## src/rtl/hp_pkg.sv

```systemverilog
package hp_pkg;
  typedef enum logic {
    TIM_SPLIT  = 1'b0,
    TIM_STROBE = 1'b1
  } timing_e;
endpackage

```

## src/rtl/hp_sync.sv

```systemverilog
module hp_sync #(
  parameter int unsigned W = 8,
  parameter logic [W-1:0] RSTV = '0
) (
  input  logic         clk,
  input  logic         rst_n,
  input  logic [W-1:0] d,
  output logic [W-1:0] q
);
  always_ff @(posedge clk or negedge rst_n) begin
    if (!rst_n) q <= RSTV;
    else        q <= d;
  end
endmodule

```

## src/rtl/hp_decode.sv

```systemverilog
module hp_decode
  import hp_pkg::*;
#(
  parameter int unsigned DW  = 8,
  parameter int unsigned CAW = 4,
  localparam int unsigned IDXW = DW - CAW
) (
  input  logic            clk,
  input  logic            rst_n,
  input  timing_e         mode,
  input  logic            cs_n,
  input  logic            ale,
  input  logic            stb0,
  input  logic            stb1,
  input  logic [DW-1:0]   ad,
  input  logic [CAW-1:0]  dev_addr,
  output logic [IDXW-1:0] idx,
  output logic            wr_fire,
  output logic            rd_drive,
  output logic            ack_fire
);
  logic [DW-1:0] addr_q;
  logic ale_d, act_d;
  logic rd_req, wr_req, act, start, hit;

  always_comb begin
    if (mode == TIM_STROBE) begin
      rd_req = stb1;
      wr_req = !stb1;
      act    = !cs_n && stb0;
    end else begin
      rd_req = !stb0 && stb1;
      wr_req = !stb1 && stb0;
      act    = !cs_n && (rd_req || wr_req);
    end
  end

  assign hit      = (addr_q[DW-1 -: CAW] == dev_addr);
  assign start    = act && !act_d;
  assign idx      = addr_q[IDXW-1:0];
  assign wr_fire  = start && wr_req && hit;
  assign rd_drive = act && rd_req && hit;
  assign ack_fire = start && hit && (mode == TIM_STROBE);

  always_ff @(posedge clk or negedge rst_n) begin
    if (!rst_n) begin
      addr_q <= '0;
      ale_d  <= 1'b0;
      act_d  <= 1'b0;
    end else begin
      ale_d <= ale;
      act_d <= act;
      if (ale_d && !ale) addr_q <= ad;
    end
  end

  // one commit per strobe
  assert_one_start_R12: assert property (@(posedge clk) disable iff (!rst_n)
    start |=> !start);
endmodule

```

## src/rtl/hp_regbank.sv

```systemverilog
module hp_regbank #(
  parameter int unsigned DW   = 8,
  parameter int unsigned IDXW = 4,
  localparam int unsigned NREG = 1 << IDXW
) (
  input  logic            clk,
  input  logic            rst_n,
  input  logic            we,
  input  logic [IDXW-1:0] idx,
  input  logic [DW-1:0]   wdata,
  output logic [DW-1:0]   rdata
);
  logic [DW-1:0] bank [NREG];

  for (genvar g = 0; g < NREG; g++) begin : gen_reg
    logic [DW-1:0] q;
    always_ff @(posedge clk or negedge rst_n) begin
      if (!rst_n)                       q <= '0;
      else if (we && idx == IDXW'(g))   q <= wdata;
    end
    assign bank[g] = q;
  end

  assign rdata = bank[idx];
endmodule

```

## src/rtl/hp_ack.sv

```systemverilog
module hp_ack #(
  parameter int unsigned ACK_CYC = 2,
  localparam int unsigned CW = $clog2(ACK_CYC + 1)
) (
  input  logic clk,
  input  logic rst_n,
  input  logic fire,
  output logic ack_n
);
  logic [CW-1:0] cnt;

  always_ff @(posedge clk or negedge rst_n) begin
    if (!rst_n)          cnt <= '0;
    else if (fire)       cnt <= CW'(ACK_CYC);
    else if (cnt != '0)  cnt <= cnt - 1'b1;
  end

  assign ack_n = (cnt == '0);

  // a pulse only follows a matching access in strobe timing
  assert_ack_source_R7: assert property (@(posedge clk) disable iff (!rst_n)
    $fell(ack_n) |-> $past(fire));

  if (ACK_CYC > 1) begin : gen_min
    assert_ack_width_R7: assert property (@(posedge clk) disable iff (!rst_n)
      $fell(ack_n) |=> !ack_n);
  end
endmodule

```

## src/rtl/hp_mux_port.sv

```systemverilog
module hp_mux_port
  import hp_pkg::*;
#(
  parameter int unsigned DW      = 8,
  parameter int unsigned CAW     = 4,
  parameter int unsigned ACK_CYC = 2,
  localparam int unsigned IDXW   = DW - CAW,
  localparam int unsigned SW     = DW + 5
) (
  input  logic           clk,
  input  logic           rst_n,
  input  logic           timing_sel_i,
  input  logic [CAW-1:0] dev_addr_i,
  input  logic           cs_n_i,
  input  logic           ale_i,
  input  logic           stb0_i,
  input  logic           stb1_i,
  input  logic [DW-1:0]  ad_i,
  output logic [DW-1:0]  ad_o,
  output logic           ad_oe_o,
  output logic           ack_n_o
);
  localparam logic [SW-1:0] SYNC_RST = {5'b01011, {DW{1'b0}}};

  logic [SW-1:0]   s_bus;
  logic [DW-1:0]   s_ad;
  logic            s_tim, s_cs_n, s_ale, s_stb0, s_stb1;
  logic [IDXW-1:0] idx;
  logic            wr_fire, rd_drive, ack_fire;

  hp_sync #(.W(SW), .RSTV(SYNC_RST)) u_sync (
    .clk(clk), .rst_n(rst_n),
    .d({timing_sel_i, cs_n_i, ale_i, stb0_i, stb1_i, ad_i}),
    .q(s_bus)
  );

  assign {s_tim, s_cs_n, s_ale, s_stb0, s_stb1, s_ad} = s_bus;

  hp_decode #(.DW(DW), .CAW(CAW)) u_dec (
    .clk(clk), .rst_n(rst_n),
    .mode(timing_e'(s_tim)), .cs_n(s_cs_n), .ale(s_ale),
    .stb0(s_stb0), .stb1(s_stb1), .ad(s_ad), .dev_addr(dev_addr_i),
    .idx(idx), .wr_fire(wr_fire), .rd_drive(rd_drive), .ack_fire(ack_fire)
  );

  hp_regbank #(.DW(DW), .IDXW(IDXW)) u_bank (
    .clk(clk), .rst_n(rst_n),
    .we(wr_fire), .idx(idx), .wdata(s_ad), .rdata(ad_o)
  );

  hp_ack #(.ACK_CYC(ACK_CYC)) u_ack (
    .clk(clk), .rst_n(rst_n), .fire(ack_fire), .ack_n(ack_n_o)
  );

  assign ad_oe_o = rd_drive;

  // bus drive and register write never coincide
  assert_drive_not_write_R6: assert property (@(posedge clk) disable iff (!rst_n)
    ad_oe_o |-> !wr_fire);
endmodule

```

## config.mk

```make
export PLATFORM = sky130hd
export DESIGN_NAME = hp_mux_port
export DESIGN_NICKNAME = d
export VERILOG_FILES = /design/src/rtl/hp_pkg.sv /design/src/rtl/hp_sync.sv /design/src/rtl/hp_decode.sv /design/src/rtl/hp_regbank.sv /design/src/rtl/hp_ack.sv /design/src/rtl/hp_mux_port.sv
export SDC_FILE = /design/constraint.sdc
export NUM_CORES = 1
export LEC_CHECK = 0
export ABC_AREA = 1
export BUFFER_PORTS_ARGS = -buffer_cell sky130_fd_sc_hd__buf_2
export CORE_ASPECT_RATIO = 0.5
export CORE_UTILIZATION = 64
export DETAILED_ROUTE_END_ITERATION = 8
export PLACE_DENSITY = 0.93
export SETUP_SLACK_MARGIN = 0.02
export SYNTH_ARGS = -nofsm -noshare
export SYNTH_HDL_FRONTEND = slang
export SYNTH_HIERARCHICAL = 1
export SYNTH_SLANG_ARGS = --single-unit
```

## constraint.sdc

```tcl
create_clock -name clk -period 5.5 [get_ports clk]
set_input_delay 0.55 -clock clk [delete_from_list [all_inputs] [get_ports clk]]
set_output_delay 0.55 -clock clk [all_outputs]
set_load 0.01 [all_outputs]
```

======== Word level (Yosys, flattened, before mapping) ========
Index checks and enable logic that the tools add are counted.
storage, ports and cells
  bits in writable memories ............... 0
  ROM bits ................................ 0
  bits in latches ......................... 0
  output and inout port bits .............. 10
  memories ................................ 0
  input port bits ......................... 19
  flip-flop bits (word level) ............. 153
operators by class
  multiply operators ...................... 0
  $add $sub $neg .......................... 1
  shift-type cells ........................ 0
  div/mod/pow operators ................... 0
  reduce and logical (&&, ||, !) cells .... 38
  magnitude comparators ................... 1
  eq/ne operators ......................... 16
  muxes and demuxes ....................... 8
  bitwise logic cells ..................... 1
operators by type and width
  operator                                             count
  binary-select mux 8 bit (select 4 bit)               1
  equality test 4 bit, second input constant           8
  logical AND 1 bit                                    28
  equality test 4 x 3 -> 1 bit, second input constant  4
  2-to-1 mux 8 bit                                     2
  equality test 4 x 2 -> 1 bit, second input constant  2
  >= comparator 5 bit, second input constant           1
  zero test 1 bit                                      5
  inverter 4 -> 5 bit                                  1
  equality test 4 x 1 -> 1 bit, second input constant  1
  equality test 4 bit                                  1
  zero test 4 bit                                      1
  2-to-1 mux 2 bit                                     2
  nonzero test 2 bit                                   2
  2-to-1 mux 1 bit                                     3
  zero test 2 bit                                      1
  subtractor 2 x 1 -> 2 bit, second input constant     1
  logical OR 1 bit                                     1

======== Longest topological paths before layout ========
Gate-level depths: netlist (run 1).
  depth in word-level cells ............... 9
  depth in mapped cells ................... 13
  depth with buffers taken out ............ 12

======== Cells and area by module ========
Netlist (run 1), hierarchy kept.
modules (own cells, without submodules)
  module      area each (um^2)  sequential area each (um^2)  cells each  times used
  hp_regbank  6,042.0           3,203.1                      830         1
  hp_decode   590.6             250.2                        71          1
  hp_sync     329.1             329.1                        13          1
  hp_ack      107.6             50.0                         14          1

======== Least setup slack after synthesis (run 1) ========
OpenSTA, ideal clock, no wires.
  path kind ............................... reg-to-reg
  start point ............................. register u_sync.q[9]
  end point ............................... register u_bank.gen_reg[11].q[5]
  path slack .............................. 3.258 ns
  required time ........................... 5.368 ns
  library setup time ...................... 0.132 ns
  stages on the path, launching flop included .. 14
  period minus slack after synthesis ...... 2.242 ns
  arrival time ............................ 2.111 ns
  path through ............................ dfstp_2 inv_1 ha_1 nand2_2 nand3_2 nor2_2 nand2_1 nor2_1 inv_1 nor3_2 nand2_1 clkbuf_1 nand2_1 o21ai_1
between the ends
  cells in the longest elaborated chain, start to end .. 9
  elaborated cells between the ends (all ways) .. 12
ends and longest elaborated chain
  element                              line               source
  from (decl)                          hp_sync.sv:8       output logic [W-1:0] q
  from (signal assigned)               hp_sync.sv:11      if (!rst_n) q <= RSTV;
  from (signal assigned)               hp_sync.sv:12      else q <= d;
  zero test 1 bit                      hp_decode.sv:32    rd_req = !stb0 && stb1;
  logical AND 1 bit                    hp_decode.sv:32
  logical OR 1 bit                     hp_decode.sv:34    act = !cs_n && (rd_req || wr_req);
  logical AND 1 bit                    hp_decode.sv:34
  2-to-1 mux 1 bit                     hp_decode.sv:27    if (mode == TIM_STROBE) begin
  logical AND 1 bit                    hp_decode.sv:39    assign start = act && !act_d;
  logical AND 1 bit (*) (2 in series)  hp_decode.sv:41    assign wr_fire = start && wr_req && hit;
  via wr_fire                          hp_mux_port.sv:29  logic wr_fire, rd_drive, ack_fire;
  logical AND 1 bit (*)                hp_regbank.sv:19   else if (we && idx == IDXW'(g)) q <= wdata;
  to (signal assigned)                 hp_regbank.sv:19
  to (decl)                            hp_regbank.sv:16   logic [DW-1:0] q;
Mark *: on every way through the listed nets, which the timed path passes. The rest lies on a longest branch.
A chain may end at the register's enable or synchronous reset.

======== Final worst setup path (run 1) ========
  start point ............................. register u_sync.q[9]
  end point ............................... register u_bank.gen_reg[6].q[3]
between the ends
  cells in the longest elaborated chain, start to end .. 9
  elaborated cells between the ends (all ways) .. 12
ends and longest elaborated chain
  element                              line
  zero test 1 bit                      hp_decode.sv:32
  logical AND 1 bit                    hp_decode.sv:32
  logical OR 1 bit                     hp_decode.sv:34
  logical AND 1 bit                    hp_decode.sv:34
  2-to-1 mux 1 bit                     hp_decode.sv:27
  logical AND 1 bit                    hp_decode.sv:39
  logical AND 1 bit (*) (2 in series)  hp_decode.sv:41
  via wr_fire                          hp_mux_port.sv:29
  logical AND 1 bit (*)                hp_regbank.sv:19
  to (signal assigned)                 hp_regbank.sv:19
  to (decl)                            hp_regbank.sv:16
Marked as above.

==> results of run 1 <==
[area by class of cell]
cell class	instances	area [um2]	area share [%]
inverters	49	184	2.37
multi-input cells	674	2820	36.3
repair buffers	31	169	2.17
clock buffers	19	443	5.70
flip-flops and latches	153	3830	49.3
clock inverters	13	145	1.87
well taps	140	175	2.25
[power by group through the flow]
stage,clock network (mW),registers [mW],logic (mW)
finish,1.16,1.21,0.290
global route,1.21,1.21,0.318
CTS,1.16,1.21,0.282
detailed placement,0,1.23,0.277
global placement,0,1.22,0.262
floorplan,0,1.22,0.196
[cells by family (layout without fill, tap and decap cells)]
group,count (synthesis),in the layout,share of synthesized area [%]
buf+inv,101,112,5.91
fa+ha+maj,3,3,0.531
compound gates,133,133,9.42
simple gates,533,533,28.9
flops,153,153,54.2
mux,5,5,1.01
[final timing paths]
path | depth (start not counted) | endpoint | slack, ps | start
setup / recovery | 11 | u_bank/gen_reg[6].q[3] | 2230 | u_sync/q[9]
hold / removal | 1 | u_sync/q[5] | 180 | rst_n
setup reg to reg | 11 | u_bank/gen_reg[6].q[3] | 2230 | u_sync/q[9]
hold reg to reg | 0 | u_dec/ale_d | 380 | u_sync/q[10]
max in group asynchronous | 2 | u_bank/gen_reg[15].q[7] | 4000 | rst_n
min in group clk | 1 | u_sync/q[8] | 220 | stb1_i
[Yosys cell counts]
library cell / number / area, um2
buf_2: 13 / 65.1
nor2_1: 64 / 240
buf_4: 4 / 30.0
nand2_2: 1 / 6.26
o21ai_1: 34 / 170
nor2_2: 4 / 25.0
nand2_1: 453 / 1700
dfstp_2: 3 / 78.8
buf_1: 9 / 33.8
nand4_1: 2 / 12.5
o21ai_0: 47 / 235
mux2_2: 1 / 11.3
a21oi_1: 52 / 260
nor3_2: 2 / 20.0
inv_1: 44 / 165
mux2_4: 4 / 60.1
nand3_2: 1 / 10.0
dfrtp_1: 150 / 3750
buf_6: 1 / 11.3
nand3_1: 6 / 30.0
inv_2: 4 / 15.0
clkinv_1: 1 / 3.75
clkbuf_1: 25 / 93.8
ha_1: 3 / 37.5
[metrics by stage]
step | area [um2] | worst slack [ps]
floorplan | 7070 | 3260
global placement | 7180 | 2810
detailed placement | 7180 | 2510
CTS | 7770 | 2370
global route | 7770 | 2090
finish | 7770 | 2230
[sequential cells by signal, summed over array words and instances, names as in the netlist]
register / cells
u_ack/cnt: 2
u_dec/addr_q: 8
u_bank/gen.q: 128
u_sync/q: 13
u_dec/ale_d: 1
u_dec/act_d: 1
[routing by layer]
layer	GRT usage, %	vias up
li1	-	2867
met1	48.2	3054
met2	53.5	544
met3	10.3	105
met4	16.8	0
met5	0	-
[cells in the final DEF (no fill, tap or decap), drive strengths merged, types with 4 or more instances in the layout]
master    Yosys  routed
clkinv        1       4
dfrtp       150     150
clkinvlp      0       6
clkbuf       25      19
nand2       454     454
a21oi        52      52
mux2          5       5
nor2         68      68
nand3         7       7
inv          48      50
buf          27      31
o21ai        81      81
==> metrics.md, run 1 <==
| Metric | Value |
|---|---|
| Pleak | 4.15 nW |
| Yosys reg bits | 153 |
| Peak supply drop | 0.247 mV |
| Worst setup SP type | flip-flop |
| RSZ-0062 raised after global routing | no |
| Met2 WL | 8680 um |
| Comb pwr share | 10.9% |
| Slowest cell on the critical path | nor2_1 |
| GRT Total Usage | 35.7% |
| Synthesis-to-finish area growth | 9.89% |
| Core ar. | 10500 um2 |
| Flop pwr share | 45.5% |
| Psw | 0.728 mW |
| Worst Path Required | 5830 ps |
| Worst skew pair latency | 420 ps |
| Metal-1 WL | 7180 um |
| CTS tree | done |
| Worst Tran Pin Value | 1240 ps |
| Post-synthesis sequential area ratio | 54.2% |
| Largest net degree at the start of global routing | 89 |
| Number of vias in the routed layout | 6570 |
| Kind of critical path | reg -> reg |
| Top layer in use | met4 |
| Relative slew margins | 17.0% |
| Total iterations of the first detailed-routing run | 6 |
| Max Cap Viol | 0 |
| WHS | 183 ps |
| Sw Share | 27.4% |
| Final Hold Viols | 0 |
| Post-CTS setup buffers | 0 |
| Final design utilization | 74.2% |
| Non-Filler Instances | 1079 |
| DP HPWL | 10600 um |
| Setup TNS | 0 ps |
| Clock share of power | 43.6% |
| Clock buffer count from CTS | 17 |
| Placed cells | 1047 |
| Mapped Avg Cell Area | 7.62 um2 |
| Crit path max-delay family | simple AND/OR/NAND/NOR gates |
| Final critical-path required period | 3270 ps |
| CP Capture Type | flip-flop |
| GRT overflow | 0 |
| ANT cells | 0 |
| Share of post-route cells with drive strength above 1 | 8.84% |
| Pins over their slew limit | 0 |
| Fillers | 678 |
| Crit path top cell by count | nor2_1 |
| Wirelength per Cell | 17.7 um |
| Max frequency | 306 MHz |
| Post-CTS Resized | 0 |
| Max clock buf depth | 2 |
| Max incr delay on CP | 900 ps |
| Tcrit/Tclk final | 59.5% |
| Final #Nets | 948 |
| Vert. Die Dim | 76.3 um |
| # DRC | 0 |
| Initial core utilization | 67.5% |
| Vias in the first global route | 6062 |
| Routed WL | 19100 um |
| Row cnt | 26 |
| Design Power | 2.66 mW |
| Htree depth | 4 |
| Num Clock Sinks | 153 |
| Syn Std Cell Area | 7070 um2 |
| Worst Hold Class | in -> async |
| Vias per inst | 6.09 |
| Metal3 WL | 2430 um |
| Count of cell types in the netlist | 24 |
| Post-Synthesis Cells | 928 |
| # setup viols final | 0 |
| Outcome | complete, no violations |
| Root cell of the clock tree | clkbuf_16 |
| Clk pin slew, worst setup/hold paths | 60 ps |
| Gpl congestion | 0.881 |
| CTS Hold Bufs | 0 |
| Crit path cell chain | inv_1, ha_1, nand2_2, nand3_2, nor2_2, nand2_1, nor2_1, nand3_1, nor2_1, nor2_1, a21oi_1 |
| Int Power | 1.93 mW |
| Clock Skew | 9.76 ps |
| Die area | 11500 um2 |
| Crit path max fanout | 16 |
| DRT antenna net count | 0 |
| Syn nets | 950 |
| Top Ports | 29 |
| Buf+Inv Stages, Crit Path | 1 |
| Yosys warns | 6 |
| Cell Pwr Density | 342 nW/um2 |
| Initial antenna violation count | 0 |
| Iter 0 DRT Violations | 1136 |
| Number of port buffers | 28 |
| Overall die width | 151 um |
| First-pass GRT wire length | 30700 um |
| Data arrival time of the worst path | 3600 ps |
Power figures use the tool's default switching activity.
==> inputs of run 2 (changes only) <==
Settings changed: CORE_UTILIZATION 64 to 62, PLACE_DENSITY 0.93 to 0.91.
Clock period 5.5 ns to 3.4 ns, I/O delays scaled along.
==> metrics.md, run 2 (synthesis gave the netlist of run 1 again) <==
| Metric | Value |
|---|---|
| Buf+Inv Stages, Crit Path | 2 |
| Htree depth | 4 |
| Fillers | 749 |
| Max clock buf depth | 2 |
| Top reg by flops | u_bank/gen.q |
| Final #Nets | 961 |
| Core ar. | 11000 um2 |
| CTS tree | done |
| Relative slew margins | 38.0% |
| Die area | 11900 um2 |
| Design Power | 4.48 mW |
| Crit path top cell by count | nand2_1 |
| Data arrival time of the worst path | 3250 ps |
| Outcome | complete, no violations |
| Crit path cell chain | inv_1, ha_1, nand2_2, nand3_2, nor2_2, nand2_1, nor2_1, inv_1, nor3_2, nand2_1, nand2_1, o21ai_1 |
| Most frequent cells in the layout | nand2_1 (453), dfrtp_1 (149), nor2_1 (64) |
| Number of vias in the routed layout | 6375 |
| Final Cell Area | 7930 um2 |
| # DRC | 0 |
| Initial antenna violation count | 0 |
| Post-CTS Resized | 0 |
| Synthesis-to-finish area growth | 12.2% |
| Total iterations of the first detailed-routing run | 6 |
| Row cnt | 27 |
| Vias per inst | 5.81 |
| Clock Skew | 6.60 ps |
| Setup TNS | 0 ps |
| Cell Pwr Density | 565 nW/um2 |
| Worst skew pair latency | 430 ps |
| Dpl ws | 610 ps |
| Worst Path Required | 3690 ps |
| Root cell of the clock tree | clkbuf_16 |
| Placed cells | 1060 |
| Initial core utilization | 64.0% |
| Num Clock Sinks | 153 |
| Final design utilization | 71.8% |
| Routed WL | 18200 um |
| Vert. Die Dim | 77.5 um |
| Most common cell after layout, fill and taps aside | nand2_1 |
| Final critical-path required period | 2960 ps |
| Max incr delay on CP | 540 ps |
| Final Worst Setup Slack | 437 ps |
| WHS | 13.9 ps |
| GRT Total Usage | 33.7% |
| DRT antenna net count | 0 |
| Multi-input logic area | 2820 um2 |
| GRT overflow | 0 |
| Clock buffer count from CTS | 17 |
| Max reg flops | 128 |
| Max frequency | 338 MHz |
| Wirelength per Cell | 16.6 um |
| Worst Tran Pin Value | 930 ps |
| Vias in the first global route | 6078 |
| CP Capture Type | flip-flop |
| Worst setup SP type | flip-flop |
| First-pass GRT wire length | 30300 um |
| RSZ-0062 raised after global routing | no |
| Kind of critical path | reg -> reg |
| Final Hold Viols | 0 |
| Max Cap Viol | 0 |
| Top Registers | u_bank/gen.q (128), u_sync/q (13), u_dec/addr_q (8) |
| # setup viols final | 0 |
| Pins over their slew limit | 0 |
| Non-Filler Instances | 1097 |
| Peak supply drop | 0.404 mV |
| Pleak | 4.25 nW |
| Worst Hold Class | in -> reg |
| Register area | 3830 um2 |
| Crit path max fanout | 16 |
| DP HPWL | 10100 um |
| Gpl congestion | 0.867 |
| Largest net degree at the start of global routing | 104 |
| Slowest cell on the critical path | dfstp_2 |
| Tcrit/Tclk final | 87.1% |
| Number of port buffers | 28 |
| Crit path max-delay family | simple AND/OR/NAND/NOR gates |
| ANT cells | 0 |
| Top Ports | 29 |
| Iter 0 DRT Violations | 986 |
| Area after DPL | 7250 um2 |
| Overall die width | 153 um |
| Share of post-route cells with drive strength above 1 | 9.56% |
| Clk pin slew, worst setup/hold paths | 60 ps |
==> run 2: power by group <==
part	internal, mW	switching, mW
Sequential	1.90	0.0494
Combinational	0.126	0.357
Clock	1.29	0.752
Total	3.32	1.16
==> run 2: what timing repair did <==
item | 4_1_cts | 5_1_grt
hold buffers | 5 | 0
endpoints found under the hold margin | 5 | 0
buffers inserted | 0 | 0
==> run 2: final timing paths <==
path	start	endpoint	slack [ps]	cells after the start
max	u_sync/q[9]	u_bank/gen_reg[15].q[6]	440	12
min	ad_i[4]	u_sync/q[4]	10	1
max reg2reg	u_sync/q[9]	u_bank/gen_reg[15].q[6]	440	12
min reg2reg	u_sync/q[10]	u_dec/ale_d	390	0
max in group asynchronous	rst_n	u_bank/gen_reg[1].q[1]	2540	2
min in group asynchronous	rst_n	u_bank/gen_reg[9].q[2]	20	1
==> run 2: per-layer routing <==
layer,global-route usage [%],routed length (um),vias up
met5,0,0,-
met4,15.2,512,0
met3,9.66,2140,61
met2,52.3,8290,409
met1,44.6,7290,3013
li1,-,-,2892
==> run 2: area by class of cell <==
class                           instances  share of cell area [%]
Tap cell                              145                    2.29
Inverter                               49                    2.32
Clock buffer                           18                    5.41
Sequential cell                       153                    48.3
Timing Repair Buffer                   44                    3.52
Clock inverter                         14                    2.57
Multi-Input combinational cell        674                    35.5
==> inputs of run 3 (changes only) <==
Settings changed: CORE_UTILIZATION 62 to 44, PLACE_DENSITY 0.91 to 0.71.
==> metrics.md, run 3 (synthesis gave the netlist of run 1 again) <==
| Metric | Value |
|---|---|
| Outcome | complete, but fails checks |
| Violated checks | negative hold slack |
| Placed cells | 1118 |
| CP Capture Type | flip-flop |
| WHS | -36.1 ps |
| Non-Filler Instances | 1150 |
| Max clock buf depth | 2 |
| CTS tree | done |
| DP HPWL | 10400 um |
| Max Cap Viol | 0 |
| Pins over their slew limit | 0 |
| Gpl congestion | 0.800 |
| Relative slew margins | 43.0% |
| Final #Nets | 955 |
| Post-CTS Resized | 0 |
| RSZ-0062 raised after global routing | no |
| Core ar. | 15500 um2 |
| Top Ports | 29 |
| Number of vias in the routed layout | 5915 |
| Tcrit/Tclk final | 83.8% |
| Initial core utilization | 45.5% |
| Max reg flops | 128 |
| # DRC | 0 |
| First-pass GRT wire length | 28900 um |
| Worst Hold Class | in -> async |
| Vias per inst | 5.14 |
| GRT overflow | 0 |
| Peak supply drop | 0.337 mV |
| Row cnt | 32 |
| Htree depth | 4 |
| Setup TNS | 0 ps |
| Iter 0 DRT Violations | 511 |
| Worst skew pair latency | 420 ps |
| Wirelength per Cell | 15.1 um |
| # setup viols final | 0 |
| Total iterations of the first detailed-routing run | 6 |
| Max frequency | 351 MHz |
| Fillers | 1445 |
| Top Registers | u_bank/gen.q (128), u_sync/q (13), u_dec/addr_q (8) |
| Worst Tran Pin Value | 852 ps |
| Die area | 16600 um2 |
| Num Clock Sinks | 153 |
| Crit path max fanout | 16 |
| Clock buffer count from CTS | 17 |
| Worst setup SP type | flip-flop |
| Synthesis-to-finish area growth | 12.4% |
| Most common cell after layout, fill and taps aside | nand2_1 |
| Root cell of the clock tree | clkbuf_16 |
| Worst Path Required | 3660 ps |
| Vert. Die Dim | 91.6 um |
| Overall die width | 181 um |
| CTS Hold Bufs | 0 |
| Routed WL | 17400 um |
| Final critical-path required period | 2850 ps |
| Clk pin slew, worst setup/hold paths | 60 ps |
| Largest net degree at the start of global routing | 86 |
| GRT Total Usage | 22.6% |
| Register area | 3830 um2 |
| Multi-input logic area | 2820 um2 |
| Most frequent cells in the layout | nand2_1 (453), dfrtp_1 (149), nor2_1 (64) |
| Top reg by flops | u_bank/gen.q |
| Pleak | 4.20 nW |
| ANT cells | 0 |
| Vias in the first global route | 5522 |
| Kind of critical path | reg -> reg |
| Clock Skew | 8.48 ps |
| Post-CTS setup buffers | 0 |
| Number of port buffers | 28 |
| Final Hold Viols | 24 |
| Share of post-route cells with drive strength above 1 | 9.30% |
| Cell Pwr Density | 548 nW/um2 |
| DRT antenna net count | 0 |
| Data arrival time of the worst path | 3110 ps |
| Initial antenna violation count | 0 |
## run 3: per-layer routing
metal	wire [um]	share of wire [%]	vias up	track usage [%]
met4	211	1.2	0	5.93
met2	7740	45	182	34.4
li1	-	-	2883	-
met5	0	0	-	0
met3	1120	6.5	17	4.37
met1	8300	48	2833	33.0
## run 3: layout make-up
cell class                 instances  area share [%]
multi-input combinational        674            35.5
inverter                          49            2.31
timing repair buffer              38            3.10
clock inverter                    10            1.80
tap                              204            3.21
sequential                       153            48.3
clock buffer                      22            5.84
## run 3: worst paths after layout
| path | start | end | slack (ps) | cells past startpoint |
|---|---|---|---|---|
| min in group clk | cs_n_i | u_sync/q[11] | 20 | 1 |
| min reg2reg | u_sync/q[10] | u_dec/ale_d | 370 | 0 |
| min | rst_n | u_dec/addr_q[4] | -40 | 1 |
| max | u_sync/q[9] | u_bank/gen_reg[0].q[4] | 550 | 12 |
| max reg2reg | u_sync/q[9] | u_bank/gen_reg[0].q[4] | 550 | 12 |
| max in group asynchronous | rst_n | u_bank/gen_reg[5].q[3] | 2620 | 2 |
## run 3: power by group
| group | internal (mW) | total (mW) | switching (mW) | leakage [nW] |
|---|---|---|---|---|
| Combinational | 0.125 | 0.469 | 0.345 | 1.85 |
| Sequential | 1.90 | 1.95 | 0.0471 | 2.07 |
| Clock | 1.20 | 1.93 | 0.734 | 0.283 |
## run 3: worst max-delay path: stages (launching register included)
cell     delay, ps
dfstp_2        540
inv_1           60
ha_1           310
nand2_2         80
nand3_2         80
nor2_2         100
nand2_1         50
nor2_1         350
inv_1          150
nor3_2         310
nand2_1        390
nand2_1        160
o21ai_0        110
## run 3: through the flow
step / power, mW / util, % / setup slack, ps / area (um2)
floorplan: 2.28 / - / 1160 / 7070
finish: 4.35 / 51.1 / 550 / 7950
detailed placement: 2.45 / 47.2 / 604 / 7340
CTS: 4.38 / 51.1 / 544 / 7950
global placement: 2.43 / 47.2 / 770 / 7340
global route: 4.53 / 51.1 / 331 / 7950
